File: src/rtl/intc_setclr_pkg.sv
package intc_setclr_pkg;

    // Byte offsets of the register slots
    localparam int unsigned OFF_STATUS   = 32'h00;
    localparam int unsigned OFF_RAW      = 32'h04;
    localparam int unsigned OFF_EN_SET   = 32'h08;
    localparam int unsigned OFF_EN_CLR   = 32'h0C;
    localparam int unsigned OFF_EOI_TICK = 32'h10;
    localparam int unsigned OFF_EOI_TC0  = 32'h14;
    localparam int unsigned OFF_EOI_TC1  = 32'h18;

    typedef enum logic [2:0] {
        SEL_NONE,
        SEL_STATUS,
        SEL_RAW,
        SEL_EN_SET,
        SEL_EN_CLR,
        SEL_EOI_TICK,
        SEL_EOI_TC0,
        SEL_EOI_TC1
    } reg_sel_e;

endpackage

File: src/rtl/intc_addr_decode.sv
module intc_addr_decode
    import intc_setclr_pkg::*;
#(
    parameter int ADDR_W = 8
) (
    input  logic [ADDR_W-1:0] addr,
    output reg_sel_e          sel
);

    always_comb begin
        sel = SEL_NONE;
        if (addr == ADDR_W'(OFF_STATUS))        sel = SEL_STATUS;
        else if (addr == ADDR_W'(OFF_RAW))      sel = SEL_RAW;
        else if (addr == ADDR_W'(OFF_EN_SET))   sel = SEL_EN_SET;
        else if (addr == ADDR_W'(OFF_EN_CLR))   sel = SEL_EN_CLR;
        else if (addr == ADDR_W'(OFF_EOI_TICK)) sel = SEL_EOI_TICK;
        else if (addr == ADDR_W'(OFF_EOI_TC0))  sel = SEL_EOI_TC0;
        else if (addr == ADDR_W'(OFF_EOI_TC1))  sel = SEL_EOI_TC1;
    end

endmodule

File: src/rtl/intc_enable_reg.sv
module intc_enable_reg #(
    parameter int NUM_SRC = 32
) (
    input  logic               clk,
    input  logic               rst_n,
    input  logic               set_stb,
    input  logic               clr_stb,
    input  logic [NUM_SRC-1:0] wdata,
    output logic [NUM_SRC-1:0] mask
);

    logic [NUM_SRC-1:0] set_bits;
    logic [NUM_SRC-1:0] clr_bits;

    always_comb begin
        set_bits = set_stb ? wdata : '0;
        clr_bits = clr_stb ? wdata : '0;
    end

    always_ff @(posedge clk or negedge rst_n) begin
        if (!rst_n) mask <= '0;
        else        mask <= (mask | set_bits) & ~clr_bits;
    end

endmodule

File: src/rtl/intc_pending_bank.sv
module intc_pending_bank #(
    parameter int NUM_SRC  = 32,
    parameter int TICK_IDX = 4,
    parameter int TC0_IDX  = 8,
    parameter int TC1_IDX  = 9
) (
    input  logic               clk,
    input  logic               rst_n,
    input  logic [NUM_SRC-1:0] evt,
    input  logic               eoi_tick,
    input  logic               eoi_tc0,
    input  logic               eoi_tc1,
    output logic [NUM_SRC-1:0] pend
);

    localparam logic [NUM_SRC-1:0] LATCH_MASK =
        (NUM_SRC'(1) << TICK_IDX) | (NUM_SRC'(1) << TC0_IDX) | (NUM_SRC'(1) << TC1_IDX);

    for (genvar i = 0; i < NUM_SRC; i++) begin : g_bit
        if (LATCH_MASK[i]) begin : g_latched
            logic clr_i;
            always_comb begin
                clr_i = 1'b0;
                if (i == TICK_IDX && eoi_tick) clr_i = 1'b1;
                if (i == TC0_IDX  && eoi_tc0)  clr_i = 1'b1;
                if (i == TC1_IDX  && eoi_tc1)  clr_i = 1'b1;
            end
            // the new event takes precedence over the clear
            always_ff @(posedge clk or negedge rst_n) begin
                if (!rst_n) pend[i] <= 1'b0;
                else        pend[i] <= evt[i] | (pend[i] & ~clr_i);
            end
        end else begin : g_level
            always_ff @(posedge clk or negedge rst_n) begin
                if (!rst_n) pend[i] <= 1'b0;
                else        pend[i] <= evt[i];
            end
        end
    end

endmodule

File: src/rtl/intc_read_port.sv
module intc_read_port
    import intc_setclr_pkg::*;
#(
    parameter int NUM_SRC = 32
) (
    input  logic               clk,
    input  logic               rst_n,
    input  logic               rd_en,
    input  reg_sel_e           sel,
    input  logic [NUM_SRC-1:0] pend,
    input  logic [NUM_SRC-1:0] mask,
    output logic [NUM_SRC-1:0] rdata,
    output logic               rvalid
);

    logic [NUM_SRC-1:0] rd_mux;

    always_comb begin
        unique case (sel)
            SEL_STATUS: rd_mux = pend & mask;
            SEL_RAW:    rd_mux = pend;
            SEL_EN_SET: rd_mux = mask;
            default:    rd_mux = '1;
        endcase
    end

    always_ff @(posedge clk or negedge rst_n) begin
        if (!rst_n) begin
            rdata  <= '0;
            rvalid <= 1'b0;
        end else begin
            rvalid <= rd_en;
            if (rd_en) rdata <= rd_mux;
        end
    end

endmodule

File: src/rtl/intc_setclr.sv
module intc_setclr
    import intc_setclr_pkg::*;
#(
    parameter int NUM_SRC  = 32,
    parameter int ADDR_W   = 8,
    parameter int TICK_IDX = 4,
    parameter int TC0_IDX  = 8,
    parameter int TC1_IDX  = 9
) (
    input  logic               clk,
    input  logic               rst_n,
    input  logic [NUM_SRC-1:0] src_evt,
    input  logic               bus_wr,
    input  logic               bus_rd,
    input  logic [ADDR_W-1:0]  bus_addr,
    input  logic [NUM_SRC-1:0] bus_wdata,
    output logic [NUM_SRC-1:0] bus_rdata,
    output logic               bus_rvalid,
    output logic               irq
);

    reg_sel_e           sel;
    logic [NUM_SRC-1:0] en_mask;
    logic [NUM_SRC-1:0] pend_q;
    logic               wr_set, wr_clr, wr_eoi_tick, wr_eoi_tc0, wr_eoi_tc1;

    intc_addr_decode #(.ADDR_W(ADDR_W)) u_dec (
        .addr (bus_addr),
        .sel  (sel)
    );

    always_comb begin
        wr_set      = bus_wr && (sel == SEL_EN_SET);
        wr_clr      = bus_wr && (sel == SEL_EN_CLR);
        wr_eoi_tick = bus_wr && (sel == SEL_EOI_TICK);
        wr_eoi_tc0  = bus_wr && (sel == SEL_EOI_TC0);
        wr_eoi_tc1  = bus_wr && (sel == SEL_EOI_TC1);
    end

    intc_enable_reg #(.NUM_SRC(NUM_SRC)) u_en (
        .clk     (clk),
        .rst_n   (rst_n),
        .set_stb (wr_set),
        .clr_stb (wr_clr),
        .wdata   (bus_wdata),
        .mask    (en_mask)
    );

    intc_pending_bank #(
        .NUM_SRC  (NUM_SRC),
        .TICK_IDX (TICK_IDX),
        .TC0_IDX  (TC0_IDX),
        .TC1_IDX  (TC1_IDX)
    ) u_pend (
        .clk      (clk),
        .rst_n    (rst_n),
        .evt      (src_evt),
        .eoi_tick (wr_eoi_tick),
        .eoi_tc0  (wr_eoi_tc0),
        .eoi_tc1  (wr_eoi_tc1),
        .pend     (pend_q)
    );

    intc_read_port #(.NUM_SRC(NUM_SRC)) u_rd (
        .clk    (clk),
        .rst_n  (rst_n),
        .rd_en  (bus_rd),
        .sel    (sel),
        .pend   (pend_q),
        .mask   (en_mask),
        .rdata  (bus_rdata),
        .rvalid (bus_rvalid)
    );

    assign irq = |(pend_q & en_mask);

endmodule

File: config.mk
export PLATFORM = sky130hd
export DESIGN_NAME = intc_setclr
export DESIGN_NICKNAME = d
export VERILOG_FILES = /design/src/rtl/intc_setclr_pkg.sv /design/src/rtl/intc_addr_decode.sv /design/src/rtl/intc_enable_reg.sv /design/src/rtl/intc_pending_bank.sv /design/src/rtl/intc_read_port.sv /design/src/rtl/intc_setclr.sv
export SDC_FILE = /design/constraint.sdc
export NUM_CORES = 1
export LEC_CHECK = 0
export BUFFER_PORTS_ARGS = -buffer_cell sky130_fd_sc_hd__buf_4
export CAP_MARGIN = 15
export CELL_PAD_IN_SITES_DETAIL_PLACEMENT = 1
export CELL_PAD_IN_SITES_GLOBAL_PLACEMENT = 1
export CORE_ASPECT_RATIO = 1.25
export CORE_UTILIZATION = 37
export CTS_CLUSTER_DIAMETER = 40
export CTS_CLUSTER_SIZE = 30
export DETAILED_ROUTE_END_ITERATION = 7
export PLACE_DENSITY_LB_ADDON = 0.3
export SLEW_MARGIN = 20
export SYNTH_ARGS = -nofsm -noshare
export SYNTH_HDL_FRONTEND = slang
export SYNTH_SLANG_ARGS = --single-unit
export TNS_END_PERCENT = 50
File: constraint.sdc
create_clock -name clk -period 1.5 [get_ports clk]
set_clock_uncertainty 0.1 [all_clocks]
set_input_delay 0.3 -clock clk [delete_from_list [all_inputs] [get_ports clk]]
set_output_delay 0.3 -clock clk [all_outputs]
set_load 0.005 [all_outputs]
==> results.py <==
metrics = {
    "status": {
        "outcome": "finished with violations",
        "violations": "negative setup slack",
    },
    "final_layout": {
        "final_cell_count_no_fill": 768,
        "fin_nets": 679,
        "num_antenna_cells": 0,
        "nFillCells": 1287,
        "area_growth_pct": 51.2,
        "multiInputGateArea_um2": 1910,
        "layout-drive-gt1-share_pct": 35.1,
        "regArea_um2": 2430,
    },
    "sta": {
        "min_period_over_period_pct": 149,
        "slew_violations": 0,
        "rsz0062_at_grt": "yes",
        "tightest_slew_ns": 0.449,
        "setup_viol": 8,
        "finalHoldViolCount": 0,
        "whs_ns": 0.0604,
        "slew_headroom_pct": 70.1,
        "fmax_mhz": 447,
        "worst_slack_ns": -0.736,
        "min_period_ns": 2.24,
    },
    "route": {
        "drcViolationCount": 0,
        "drt_first_iter_violations": 273,
        "vias": 4282,
        "wl_per_cell_um": 21.8,
        "avgViaCountPerCell": 5.58,
        "wl_um": 16800,
        "dr.pass1.iters": 4,
        "drtAntennaViolNets": 0,
    },
    "critical_path": {
        "path_buf_inv": 1,
        "crit_slowest_cell": "or4_4",
        "critical_path.top_delay_family": "simple AND/OR/NAND/NOR gates",
        "worstPathArrival_ns": 1.84,
        "endpoint_kind": "primary output",
        "slowest_delay_ns": 0.56,
        "cp_cell_sequence": "a22oi_2, nand4_1, or4_4, buf_6",
        "crit_start": "u_pend.pend[13]",
        "worstPathRequired_ns": 1.10,
        "path_max_fanout": 2,
        "start_kind": "flop",
        "path_class": "flop to primary output",
        "r2r_start": "u_en.mask[4]",
    },
    "cts": {
        "clkTransAtPathRegs_ns": 0.07,
        "clkLatencyLatePin_ns": 0.35,
        "cts-root-buf": "clkbuf_16",
        "cts_tree": "yes",
        "clk_path_buf_depth": 2,
        "numCtsBuffers": 9,
        "htree_levels": 3,
        "cts_sinks": 97,
    },
    "die": {
        "start_util_pct": 38.1,
        "core-area_um2": 11700,
        "die_w_um": 100,
        "die_h_um": 125,
        "io_pins": 110,
        "rows": 44,
        "die_area_um2": 12500,
    },
    "job": {
        "cap_violations": 0,
    },
    "power_and_ir_drop": {
        "combPwrFrac_pct": 12.9,
        "internal_power_w": 0.00459,
        "seq_power_share_pct": 46.0,
        "power_density_nw_per_um2": 900,
        "switching_share_pct": 24.1,
        "vdd_drop_max_mv": 0.523,
        "cellLeakagePower_nw": 3.00,
        "switchingPower_w": 0.00146,
        "pwr-share-clk_pct": 41.1,
    },
    "yosys": {
        "syn_avg_cell_area_um2": 10.4,
        "ys_seq_area_share_pct": 54.6,
        "synthCells": 429,
        "synth_cell_types": 27,
        "ys_warn_count": 0,
        "syn_area_um2": 4440,
        "syn_nets": 505,
        "ys_seq_elements": 97,
    },
    "global_route": {
        "antenna_found_initial": 0,
        "track_usage_pct": 27.5,
        "grt_max_degree": 65,
        "grt_pass1_vias": 4642,
        "grt-ovfl-total": 0,
        "grt_pass1_wl_um": 25700,
    },
    "min_path": {
        "min_from": "src_evt[9]",
        "hold_class": "input port to flop",
    },
    "place": {
        "dp_cells": 718,
        "hpwl_um": 10200,
        "place.gp.congestion": 0.828,
        "io_buffers": 109,
    },
}
==> power groups by stage <==
stage / Sequential, W / Clock [W] / Combinational [W]
2_1_floorplan: 0.00280 / 0 / 0.000227
4_1_cts: 0.00278 / 0.00250 / 0.000754
3_3_place_gp: 0.00281 / 0 / 0.000650
3_5_place_dp: 0.00282 / 0 / 0.000671
6_report: 0.00278 / 0.00248 / 0.000779
5_1_grt: 0.00279 / 0.00260 / 0.000837
==> what timing repair did <==
action	CTS	global route
endpoints found under the setup margin	33	33
pin swaps	8	3
setup buffers	3	1
cloned	2	0
endpoints found under the hold margin	53	0
gates resized for setup	21	20
hold buffers	30	0
==> through the flow <==
stage	setup slack (ns)	util, %	instance area (um2)	setup TNS (ns)	total power, W
final	-0.736	57.6	6720	-0.827	0.00605
after global routing	-0.784	57.6	6720	-1.17	0.00622
after floorplan	-0.199	-	4440	-7.25	0.00303
after detailed placement	-0.432	50.1	5850	-17.87	0.00349
after CTS	-0.695	56.5	6600	-0.695	0.00603
after global placement	-0.443	50.1	5850	-14.35	0.00346
==> cell usage after synthesis <==
cell        n  share of area [%]
dfrtp_1    97                 55
nor4b_4     1               0.53
nand3_1    32                3.6
and4bb_2    1               0.28
nor4_1      1               0.14
o31ai_1     1               0.17
or4_4       1               0.25
nand3b_1    1               0.17
nor2b_1    32                4.5
a21oi_1     1               0.11
o22ai_1     1               0.14
clkbuf_1   28                2.4
buf_6       3               0.76
inv_1      33                2.8
a22oi_1    16                2.7
nor2_1     36                3.0
nand2b_1    1               0.14
buf_2       7               0.79
nor4_2      1               0.28
nand4_1     4               0.56
o2111ai_1  31                6.1
or4_1       1               0.17
nor3_1      2               0.23
mux2i_1    32                7.2
a31oi_1    33                4.6
o21ai_0    31                3.5
nand4b_1    1               0.20
==> sequential cells by signal, summed over array words and instances (netlist names) <==
name and count:
u_rd.rvalid 1, u_en.mask 32, u_rd.rdata 32, u_pend.pend 32
==> cells in the final DEF, fill, tap and decap left out, types with 2 or more instances in the layout <==
cell           instances
dfrtp_1               97
nand4_1                4
a22oi_1                5
buf_4                155
or4_4                  2
a31oi_1               24
clkbuf_16              9
nor2b_1               31
mux2i_1               32
a31oi_4                6
dlygate4sd3_1         30
inv_1                 33
buf_6                  4
bufinv_16              2
a31oi_2                3
a22oi_2               11
o21ai_0               31
o2111ai_1             31
clkbuf_1               2
nand3_1               32
buf_12                11
nor2_1                35
==> cells by family (layout without fill, tap and decap cells) <==
family / count (synthesis) / in the layout / synth area share, %
flops: 97 / 97 / 54.6
compound gates: 114 / 114 / 17.4
buf+inv: 71 / 249 / 6.70
mux: 32 / 32 / 7.21
simple gates: 115 / 115 / 14.1
==> layout make-up <==
| cell class | instances | share of cell area, % |
|---|---|---|
| Clock inverter | 3 | 0.968 |
| Tap cell | 161 | 3.00 |
| Multi-Input combinational cell | 261 | 28.4 |
| Inverter | 33 | 1.84 |
| Clock buffer | 12 | 3.67 |
| Sequential cell | 97 | 36.1 |
| Timing Repair Buffer | 201 | 26.0 |
==> final timing paths <==
check	endpoint	slack, ns	depth (start not counted)
worst max-delay path	irq	-0.74	4
worst min-delay path	u_pend.pend[9]	0.06	2
worst max register to register	u_rd.rdata[4]	0.14	4
worst min register to register	u_rd.rdata[0]	0.45	2
max in group asynchronous	u_en.mask[22]	0.46	3
min in group asynchronous	u_en.mask[31]	0.34	2
==> metal layers <==
layer / share of wire, % / global-route usage [%] / vias up
met5: 0 / 0 / -
met4: 2.7 / 9.72 / 0
met3: 5.5 / 4.55 / 33
met2: 52 / 45.9 / 167
met1: 40 / 35.9 / 2182
li1: - / - / 1900
No activity file was read; power rests on OpenSTA's default activity.
